File: src/rtl/cfb_pkg.sv
package cfb_pkg;
  localparam int unsigned CFB_DW       = 32;
  localparam int unsigned CFB_SUM_ADDR = 0;
  localparam int unsigned CFB_CH_BASE  = 1;

  // per-channel bus access after decode
  typedef struct packed {
    logic rd;    // read strobe hits this flag
    logic wr;    // write strobe hits this flag
    logic wbit;  // data bit aimed at this flag
  } cfb_acc_t;
endpackage

File: src/rtl/cfb_rstsync.sv
module cfb_rstsync (
  input  logic clk,
  input  logic rst_n,
  output logic rst_sync_n
);
  logic [1:0] sync_q;

  always_ff @(posedge clk or negedge rst_n) begin
    if (!rst_n) begin
      sync_q <= 2'b00;
    end else begin
      sync_q <= {sync_q[0], 1'b1};
    end
  end

  assign rst_sync_n = sync_q[1];
endmodule

File: src/rtl/cfb_regif.sv
module cfb_regif
  import cfb_pkg::*;
#(
  parameter int unsigned NCH = 8,
  parameter int unsigned AW  = 4
) (
  input  logic [AW-1:0]          bus_addr,
  input  logic                   bus_rd,
  input  logic                   bus_wr,
  input  logic [CFB_DW-1:0]      bus_wdata,
  input  logic [NCH-1:0]         flags,
  output cfb_acc_t [NCH-1:0]     acc,
  output logic [CFB_DW-1:0]      bus_rdata
);
  localparam logic [AW-1:0] SUM_A = AW'(CFB_SUM_ADDR);

  logic           sum_sel;
  logic [NCH-1:0] ch_sel;
  logic           unused_wdata;

  assign sum_sel      = (bus_addr == SUM_A);
  assign unused_wdata = ^bus_wdata[CFB_DW-1:NCH];

  for (genvar i = 0; i < NCH; i++) begin : g_dec
    localparam logic [AW-1:0] CH_A = AW'(CFB_CH_BASE + i);
    assign ch_sel[i]   = (bus_addr == CH_A);
    assign acc[i].rd   = bus_rd & (sum_sel | ch_sel[i]);
    assign acc[i].wr   = bus_wr & (sum_sel | ch_sel[i]);
    assign acc[i].wbit = sum_sel ? bus_wdata[i] : bus_wdata[0];
  end

  always_comb begin
    bus_rdata = '0;
    if (sum_sel) begin
      bus_rdata[NCH-1:0] = flags;
    end
    for (int j = 0; j < NCH; j++) begin
      if (ch_sel[j]) begin
        bus_rdata[0] = flags[j];
      end
    end
  end
endmodule

File: src/rtl/cfb_chan.sv
module cfb_chan
  import cfb_pkg::*;
(
  input  logic     clk,
  input  logic     rst_n,
  input  logic     evt,
  input  cfb_acc_t acc,
  output logic     flag,
  output logic     armed
);
  logic flag_q, flag_d;
  logic arm_q, arm_d;
  logic upd_en;

  // next state: event beats every bus action
  always_comb begin
    flag_d = flag_q;
    arm_d  = arm_q;
    if (evt) begin
      flag_d = 1'b1;
      arm_d  = 1'b0;
    end else if (acc.wr) begin
      if (!acc.wbit && arm_q) begin
        flag_d = 1'b0;
      end
      arm_d = 1'b0;
    end else if (acc.rd && flag_q) begin
      arm_d = 1'b1;
    end
  end

  assign upd_en = evt | acc.wr | acc.rd;

  always_ff @(posedge clk or negedge rst_n) begin
    if (!rst_n) begin
      flag_q <= 1'b0;
      arm_q  <= 1'b0;
    end else if (upd_en) begin
      flag_q <= flag_d;
      arm_q  <= arm_d;
    end
  end

  assign flag  = flag_q;
  assign armed = arm_q;
endmodule

File: src/rtl/chan_flag_bank.sv
module chan_flag_bank
  import cfb_pkg::*;
#(
  parameter int unsigned NCH = 8,
  parameter int unsigned AW  = 4
) (
  input  logic              clk,
  input  logic              rst_n,
  input  logic [AW-1:0]     bus_addr,
  input  logic              bus_rd,
  input  logic              bus_wr,
  input  logic [CFB_DW-1:0] bus_wdata,
  output logic [CFB_DW-1:0] bus_rdata,
  input  logic [NCH-1:0]    evt_i,
  input  logic [NCH-1:0]    irq_en_i,
  output logic              irq_o
);
  logic               rst_q;
  logic [NCH-1:0]     flag_v;
  logic [NCH-1:0]     arm_v;
  cfb_acc_t [NCH-1:0] acc_v;

  cfb_rstsync u_rst (
    .clk        (clk),
    .rst_n      (rst_n),
    .rst_sync_n (rst_q)
  );

  cfb_regif #(.NCH(NCH), .AW(AW)) u_regif (
    .bus_addr  (bus_addr),
    .bus_rd    (bus_rd),
    .bus_wr    (bus_wr),
    .bus_wdata (bus_wdata),
    .flags     (flag_v),
    .acc       (acc_v),
    .bus_rdata (bus_rdata)
  );

  for (genvar i = 0; i < NCH; i++) begin : g_ch
    cfb_chan u_ch (
      .clk   (clk),
      .rst_n (rst_q),
      .evt   (evt_i[i]),
      .acc   (acc_v[i]),
      .flag  (flag_v[i]),
      .armed (arm_v[i])
    );
  end

  assign irq_o = |(flag_v & irq_en_i);
endmodule

File: config.mk
export PLATFORM = sky130hd
export DESIGN_NAME = chan_flag_bank
export DESIGN_NICKNAME = d
export VERILOG_FILES = /design/src/rtl/cfb_pkg.sv /design/src/rtl/cfb_rstsync.sv /design/src/rtl/cfb_regif.sv /design/src/rtl/cfb_chan.sv /design/src/rtl/chan_flag_bank.sv
export SDC_FILE = /design/constraint.sdc
export NUM_CORES = 1
export LEC_CHECK = 0
export ABC_CLOCK_PERIOD_IN_PS = 1500
export CORE_MARGIN = 2
export CORE_UTILIZATION = 61
export CTS_CLUSTER_DIAMETER = 120
export DETAILED_ROUTE_END_ITERATION = 7
export DONT_BUFFER_PORTS = 1
export PLACE_DENSITY = 0.8
export SLEW_MARGIN = 0
export SYNTH_ARGS = -nofsm -noshare
export SYNTH_HDL_FRONTEND = slang
export SYNTH_SLANG_ARGS = --single-unit
export TNS_END_PERCENT = 10
File: constraint.sdc
create_clock -name clk -period 1.5 [get_ports clk]
set_clock_uncertainty 0.2 [all_clocks]
set_input_delay 0.15 -clock clk [delete_from_list [all_inputs] [get_ports clk]]
set_output_delay 0.15 -clock clk [all_outputs]
set_load 0.01 [all_outputs]
Yosys cells after proc, flatten, opt, wreduce, memory -nomap -nowiden. Index checks and enable logic that the tools add are counted.

Register bits: 18. Input bits: 56. Output and inout bits: 33. Logic and storage cells: 196.

Eq/ne operators: 8. Muxes and demuxes: 64. Bitwise logic cells: 41. Reductions and logical operators: 66.

Operators by type and width (number): $mux W1 (63); $reduce_bool A2 Y1 (16); $or A1 B1 Y1 (24); $reduce_and A3 Y1 (8); $reduce_bool A3 Y1 (8); $and A1 B1 Y1 (16); $eq A4 B3 Y1 const B (4); $logic_and A1 B1 Y1 (16); $reduce_and A2 Y1 (8); $and A8 B8 Y8 (1); $eq A4 B2 Y1 const B (2); $logic_not A1 Y1 (8); $mux W8 (1); $reduce_or A8 Y1 (1); $eq A4 B1 Y1 const B (1); $eq A4 B4 Y1 const B (1); $logic_not A4 Y1 (1).

Longest topological paths before layout. Gate-level depths: netlist of the first run.

Depth after elaboration: 10. Depth in mapped cells: 6. Mapped depth without buffers: 4.

Modules after synthesis. A second synthesis of the first run with hierarchy kept.

Cells, all modules: 158. Area, all modules: 1322.5 um^2.

Modules (own cells, without submodules): cfb_regif (instances 1, cells an instance 102, area an instance 631.9 um^2, seq. area each 0.0 um^2); cfb_chan (instances 8, cells an instance 6, area an instance 75.1 um^2, seq. area each 50.0 um^2); cfb_rstsync (instances 1, cells an instance 3, area an instance 53.8 um^2, seq. area each 50.0 um^2); chan_flag_bank (instances 1, cells an instance 5, area an instance 36.3 um^2, seq. area each 0.0 um^2).

Worst setup path after synthesis of the first run. No wires, ideal clock.

Kind: input to register. Start: input port bus_addr[0]. End: register g_ch[1].u_ch.flag_q. Setup time: 118 ps. Data arrival time: 1104 ps. Required time: 1182 ps. Setup slack: 78 ps. Cell stages on the path: 5. Path buffers: 1. Cell sequence: buf_6 nor4_4 o21a_4 o2111ai_1 a21o_1.

Word-level cells in the longest chain between the ends: 6. Elaborated cells on any way between the ends: 13. Those cells by class: eq/ne (1); mux (1); bitwise (5); reduce/logical (6).

Ends and longest elaborated chain: start, declared (RTL line chan_flag_bank.sv:9) `input logic [AW-1:0] bus_addr,`; $eq A4 B2 Y1 / $logic_not A4 Y1 (equally long branches) (RTL line cfb_regif.sv:26, cfb_regif.sv:21); $or A1 B1 Y1 / $mux W1 (equally long branches) (RTL line cfb_regif.sv:27, cfb_regif.sv:28, cfb_regif.sv:29); $and A1 B1 Y1 / $logic_not A1 Y1 (equally long branches) (RTL line cfb_regif.sv:28, cfb_chan.sv:23); $or A1 B1 Y1 / $logic_and A1 B1 Y1 (equally long branches) (RTL line cfb_chan.sv:32, cfb_chan.sv:23); $or A1 B1 Y1 / $reduce_bool A2 Y1 (equally long branches); $reduce_and A3 Y1 (no line) *; end signal, assigned (RTL line cfb_chan.sv:39) `flag_q <= flag_d;`; end, declared (RTL line cfb_chan.sv:11) `logic flag_q, flag_d;`.

Every way passes the cells marked *; elsewhere a longest branch is shown, timed or not. A chain may end at the register's enable or synchronous reset.

Final worst setup path of the first run.
Start: register g_ch[1].u_ch.flag_q. End: output port bus_rdata[0].

Word-level cells in the longest chain between the ends: 7.

Ends and longest elaborated chain: $mux W1 (7 in series) (RTL line cfb_regif.sv:38) `if (ch_sel[j]) begin`; end, declared (RTL line chan_flag_bank.sv:13) `output logic [CFB_DW-1:0] bus_rdata,`.

Every way passes these cells.

==> flow_summary.ini, run 1 <==
[clock_tree]
clock_latency_ns = 0.31
clock-root-buffer = clkbuf_4
cts_htree_levels = 1
cts_made_buffers = 3
clk_pin_slew_ns = 0.12
cts_tree = done
clock_sinks = 18
clockBufferDepth = 2

[routing]
dr.pass1.iters = 5
routed_wl_um = 4630
viasPerCell = 6.71
ant_nets = 0
avgRoutedWirePerCell_um = 22.8
drc = 0
first_iter_violations = 97
detailroute.via_count = 1362

[floorplan]
die_x_um = 50.5
core_mm2 = 0.00200
dieArea_mm2 = 0.00255
io_pins = 89
die_h_um = 50.5
rows = 16
floorplan.initialDensity = 0.658

[global_routing]
grt_max_degree = 17
groute.usage.overall = 0.341
grt_pass1_wl_um = 6380
first_global_vias = 1313
antenna_found_initial = 1
grt_overflow = 0

[sta]
period_share = 1.23
finalHoldViolCount = 0
clock.fmax_ghz = 0.541
rsz0062_at_grt = yes
finalCriticalPeriod_ns = 1.85
maxSlewHeadroom = 0.666
finalSetupViolCount = 3
final_max_slew_viol_count = 0
worst_slack_ns = -0.347
worst_pin_slew_ns = 0.501

[final_layout]
final_area_mm2 = 0.00161
layout_commonest_cell = dlygate4sd3_1
num-nets-final = 232
fin_cells = 203
layout_common_cells = 27 x dlygate4sd3_1, 25 x conb_1, 17 x dfrtp_1
drive_gt1_frac = 0.160
area_delta_synth_final_pct = 22.2

[pwr]
leakagePower_uw = 0.000675
p_per_area_mw_per_mm2 = 654
ir_drop_mv = 0.789

[synth]
syn_area_mm2 = 0.00132
yosysSeqAreaShare = 0.342
yosys_warnings = 0
yosysUniqueCellTypes = 37
ys_ff_latch = 18
syn_inst = 141
avgSynthCellArea_um2 = 9.34

[worst_setup_path]
cp.required_ns = 1.15
critPathLaunchType = flop
worst-path-max-fanout = 2
endpoint_kind = primary output
critical_path_arrival_ns = 1.50
path_class = flop to primary output

[run_status]
status = complete, but fails checks
violations = setup timing

[placement]
postPlaceCellArea_mm2 = 0.00122
port_buffers = 0
place_inst = 167
hpwl_um = 2140
gp_congestion = 0.905

[min_path]
hp-class = primary input to flop

[flow_run]
maxCapViolCount = 0
critical path, stage by stage (launching register included):
cell	delay [ns]
dfrtp_1	0.41
mux2i_1	0.10
and2_1	0.18
o22a_1	0.21
o21ai_2	0.14
buf_4	0.15
flip-flops by register name, indices dropped and copies added (netlist names):
name             cells
u_rst.sync_q         2
g_ch.u_ch.flag       8
g_ch.u_ch.armed      8
per-layer routing:
| metal | track usage | vias to the layer above | wire length [um] |
|---|---|---|---|
| met4 | 0.225 | 0 | 367 |
| met1 | 0.397 | 617 | 1500 |
| li1 | - | 539 | - |
| met5 | 0 | - | 0 |
| met3 | 0.0744 | 41 | 582 |
| met2 | 0.564 | 165 | 2180 |
synth_stat cells, drive strengths merged:
library cell / instances / area (um2)
a21o: 7 / 52.6
clkdlybuf4s15: 1 / 11.3
nand2: 2 / 7.51
nor2: 9 / 36.3
o2111ai: 2 / 17.5
o22a: 2 / 17.5
o21ai: 6 / 30.0
nor3: 4 / 20.0
a41oi: 1 / 8.76
nor4: 1 / 21.3
clkbuf: 4 / 55.1
nand4b: 1 / 8.76
buf: 26 / 199
a211oi: 8 / 60.1
xor2: 1 / 8.76
conb: 2 / 7.51
nand4: 4 / 25.0
mux2i: 2 / 20.0
a21oi: 3 / 18.8
a31oi: 9 / 56.3
or2: 2 / 12.5
dfrtp: 18 / 450
nand2b: 1 / 6.26
o32ai: 1 / 8.76
a21boi: 3 / 22.5
a22oi: 4 / 30.0
and2: 8 / 52.6
nand3: 2 / 10.0
or3: 1 / 6.26
o21a: 1 / 15.0
inv: 4 / 15.0
nor2b: 1 / 6.26
path summary, 6_finish.rpt:
check	startpoint	endpoint	slack (ns)	cells past startpoint
setup / recovery	g_ch[1].u_ch.flag$_DFFE_PN0P_	bus_rdata[0]	-0.35	5
hold / removal	bus_addr[0]	g_ch[2].u_ch.flag$_DFFE_PN0P_	0.03	4
setup reg to reg	g_ch[5].u_ch.flag$_DFFE_PN0P_	g_ch[5].u_ch.armed$_DFFE_PN0P_	0.20	3
hold reg to reg	u_rst.sync_q[0]$_DFF_PN0_	u_rst.sync_q[1]$_DFF_PN0_	0.19	0
max in group asynchronous	u_rst.sync_q[1]$_DFF_PN0_	g_ch[5].u_ch.flag$_DFFE_PN0P_	0.33	2
min in group asynchronous	rst_n	u_rst.sync_q[0]$_DFF_PN0_	0.44	2
where the power goes:
part           internal (uW)  switching [uW]
sequential               495            7.17
clock                    148             173
combinational            101             129
total                    744             309
repair_timing:
| item | in CTS | in global routing |
|---|---|---|
| hold endpoints to repair | 34 | 0 |
| setup buffers | 1 | 1 |
| hold buffers | 29 | 0 |
| gates resized for setup | 6 | 5 |
| setup endpoints to repair | 2 | 9 |
| pin swaps | 4 | 3 |
| gates cloned | 0 | 0 |
layout make-up:
class                           count  area (um2)
Fill cell                         110         392
Sequential cell                    18         452
Antenna cell                        1        2.50
Inverter                            4        15.0
Multi-Input combinational cell    111         704
Tap cell                           27        33.8
Clock buffer                        4        36.3
Timing Repair Buffer               38         367
per-stage QoR:
step | TNS, ns | util | hold WS, ns | worst slack (ns) | total power [uW]
3_5_place_dp | 0 | 0.612 | -0.346 | 0.0414 | 636
4_1_cts | -0.312 | 0.792 | 0.00130 | -0.205 | 1010
3_3_place_gp | 0 | 0.612 | -0.346 | 0.0273 | 632
5_1_grt | -0.623 | 0.804 | 0.0862 | -0.395 | 1080
6_report | -0.536 | 0.804 | 0.0276 | -0.347 | 1050
2_1_floorplan | 0 | - | -0.346 | 0.0778 | 694
cells by family (layout without fill, tap and decap cells):
group                     after synthesis  after routing  synth area share
DFF                                    18             18             0.342
and+or+nand+nor                        36             36             0.161
AOI/OAI and AO/OA                      47             47             0.256
xor gates and xnor gates                1              1           0.00665
muxes                                   2              2            0.0152
buffers and inverters                  35             46             0.213
other                                   2             26           0.00570
No activity file was read; power rests on OpenSTA's default activity.
==> inputs of run 2 (changes only) <==
Settings changed: CELL_PAD_IN_SITES_DETAIL_PLACEMENT set to 0, CELL_PAD_IN_SITES_GLOBAL_PLACEMENT set to 1, CORE_UTILIZATION 61 to 43, PLACE_DENSITY 0.8 to 0.81.
==> run 2 against run 1 <==
Against the previous run:
- the flow finishes with violations (hold timing, setup timing)
- combinational power decreased by 9.1%
- utilization decreased by 27 points
- clock power decreased by 28%
- sequential share of layout area increased by 0.30 points
- clock-buffer cell count decreased by 1
- worst hold slack got worse by 0.13 ns
- highest routed layer unchanged
- flip-flop and latch count unchanged
- wire length decreased by 27%
- critical endpoint unchanged
==> flow_summary.ini, run 2 (synthesis gave the netlist of run 1 again) <==
[pwr]
leakagePower_uw = 0.000700
ir_drop_mv = 0.486
p_per_area_mw_per_mm2 = 591
power_uw = 939

[placement]
postPlaceCellArea_mm2 = 0.00124
port_buffers = 0
hpwl_um = 2310
gp_congestion = 0.763

[sta]
hold_ws_ns = -0.107
finalCriticalPeriod_ns = 1.72
final_max_slew_viol_count = 0
worst_slack_ns = -0.218
worst_pin_slew_ns = 0.500
finalHoldViolCount = 3
clock.fmax_ghz = 0.582
finalSetupViolCount = 2
period_share = 1.15
rsz0062_at_grt = yes
maxSlewHeadroom = 0.666

[worst_setup_path]
regToRegSetupSlack_ns = 0.29
slowest_stage = dfrtp_1
path_class = flop to primary output
worst-path-max-fanout = 4
cp.required_ns = 1.15
critPathMaxStageDelay_ns = 0.42
critical_path_arrival_ns = 1.37
worstPathCellList = nor2b_1 > a21oi_1 > o32ai_1 > o21ai_1 > buf_4
endpoint_kind = primary output
critPathLaunchType = flop

[global_routing]
groute.usage.overall = 0.216
grt_max_degree = 17
antenna_found_initial = 0
grt_overflow = 0
first_global_vias = 1167
grt_pass1_wl_um = 5600

[routing]
routed_wl_um = 3400
detailroute.via_count = 1163
ant_nets = 0
avgRoutedWirePerCell_um = 16.4
dr.pass1.iters = 4
drc = 0
first_iter_violations = 14
viasPerCell = 5.59

[min_path]
hp-class = primary input to flop

[final_layout]
diodes = 0
num-nets-final = 233
drive_gt1_frac = 0.131
fill_cells = 283
layout_common_cells = 25 x conb_1, 25 x dlygate4sd3_1, 18 x dfrtp_1
area_delta_synth_final_pct = 20.6
final_area_mm2 = 0.00159

[flow_run]
maxCapViolCount = 0

[run_status]
status = complete, but fails checks
violations = hold timing, setup timing

[clock_tree]
cts_tree = done
clock_sinks = 18
clockBufferDepth = 2
cts_htree_levels = 1
clk_pin_slew_ns = 0.09
ctsHoldBuffers = 29
clock-root-buffer = clkbuf_4
clock_latency_ns = 0.29
cts_made_buffers = 3

[floorplan]
io_pins = 89
die_h_um = 59.4
core_mm2 = 0.00298
rows = 20
die_x_um = 59.4
dieArea_mm2 = 0.00352
floorplan.initialDensity = 0.442
## run 2: changes by cell type in the layout (fill, tap and decap cells not counted), sizes merged
cell          delta
clkbuf           -1
diode            -1
buf              +1
dlymetal6s4s     +2
dlygate4sd3      -2
## run 2: routing by layer
| metal | part of all wire | track usage |
|---|---|---|
| met1 | 0.42 | 0.268 |
| met2 | 0.50 | 0.370 |
| met3 | 0.070 | 0.0349 |
| met4 | 0.019 | 0.0877 |
| met5 | 0 | 0 |
## run 2: worst paths after layout
check | start | endpoint | cells past startpoint
hold reg to reg | u_rst.sync_q[0]$_DFF_PN0_ | u_rst.sync_q[1]$_DFF_PN0_ | 0
setup / recovery | g_ch[6].u_ch.flag$_DFFE_PN0P_ | bus_rdata[0] | 5
setup reg to reg | g_ch[2].u_ch.flag$_DFFE_PN0P_ | g_ch[2].u_ch.armed$_DFFE_PN0P_ | 4
min in group asynchronous | rst_n | u_rst.sync_q[1]$_DFF_PN0_ | 2
hold / removal | bus_addr[3] | g_ch[6].u_ch.flag$_DFFE_PN0P_ | 2
max in group asynchronous | u_rst.sync_q[1]$_DFF_PN0_ | g_ch[6].u_ch.flag$_DFFE_PN0P_ | 2
## run 2: per-stage QoR
step	std cells	hold slack, ns	setup slack [ns]	TNS [ns]	utilization
finish	208	-0.107	-0.218	-0.322	0.534
floorplan	164	-0.346	0.0778	0	-
global route	208	-0.115	-0.314	-0.490	0.534
CTS	208	-0.110	-0.219	-0.717	0.530
detailed placement	174	-0.346	0.0561	0	0.416
global placement	174	-0.346	0.0251	0	0.416
## run 2: layout make-up
cell class,instances,area [um2],area share
multi-input cells,111,684,0.431
flip-flops and latches,18,450,0.283
repair buffers,39,375,0.236
well taps,33,41.3,0.0260
clock buffers,3,22.5,0.0142
inverters,4,15.0,0.00945
## run 2: worst max-delay path: cells and delay by family, from the launching register on
kind | cells | cell delay [ns]
buffers and inverters | 1 | 0.16
flip-flops | 1 | 0.42
AND/OR/NAND/NOR | 1 | 0.12
AO/OA/AOI/OAI | 3 | 0.38
## run 2: where the power goes
group	switching, uW	internal (uW)	leakage (uW)
Clock	137	93.4	0.0000138
Sequential	4.96	495	0.000204
Combinational	111	97.9	0.000483
## run 2: repair_timing
item,4_1_cts,5_1_grt
gates resized for setup,3,5
buffers inserted,2,0
hold endpoints to repair,25,3
pin swaps,1,2
endpoints found under the setup margin,2,13
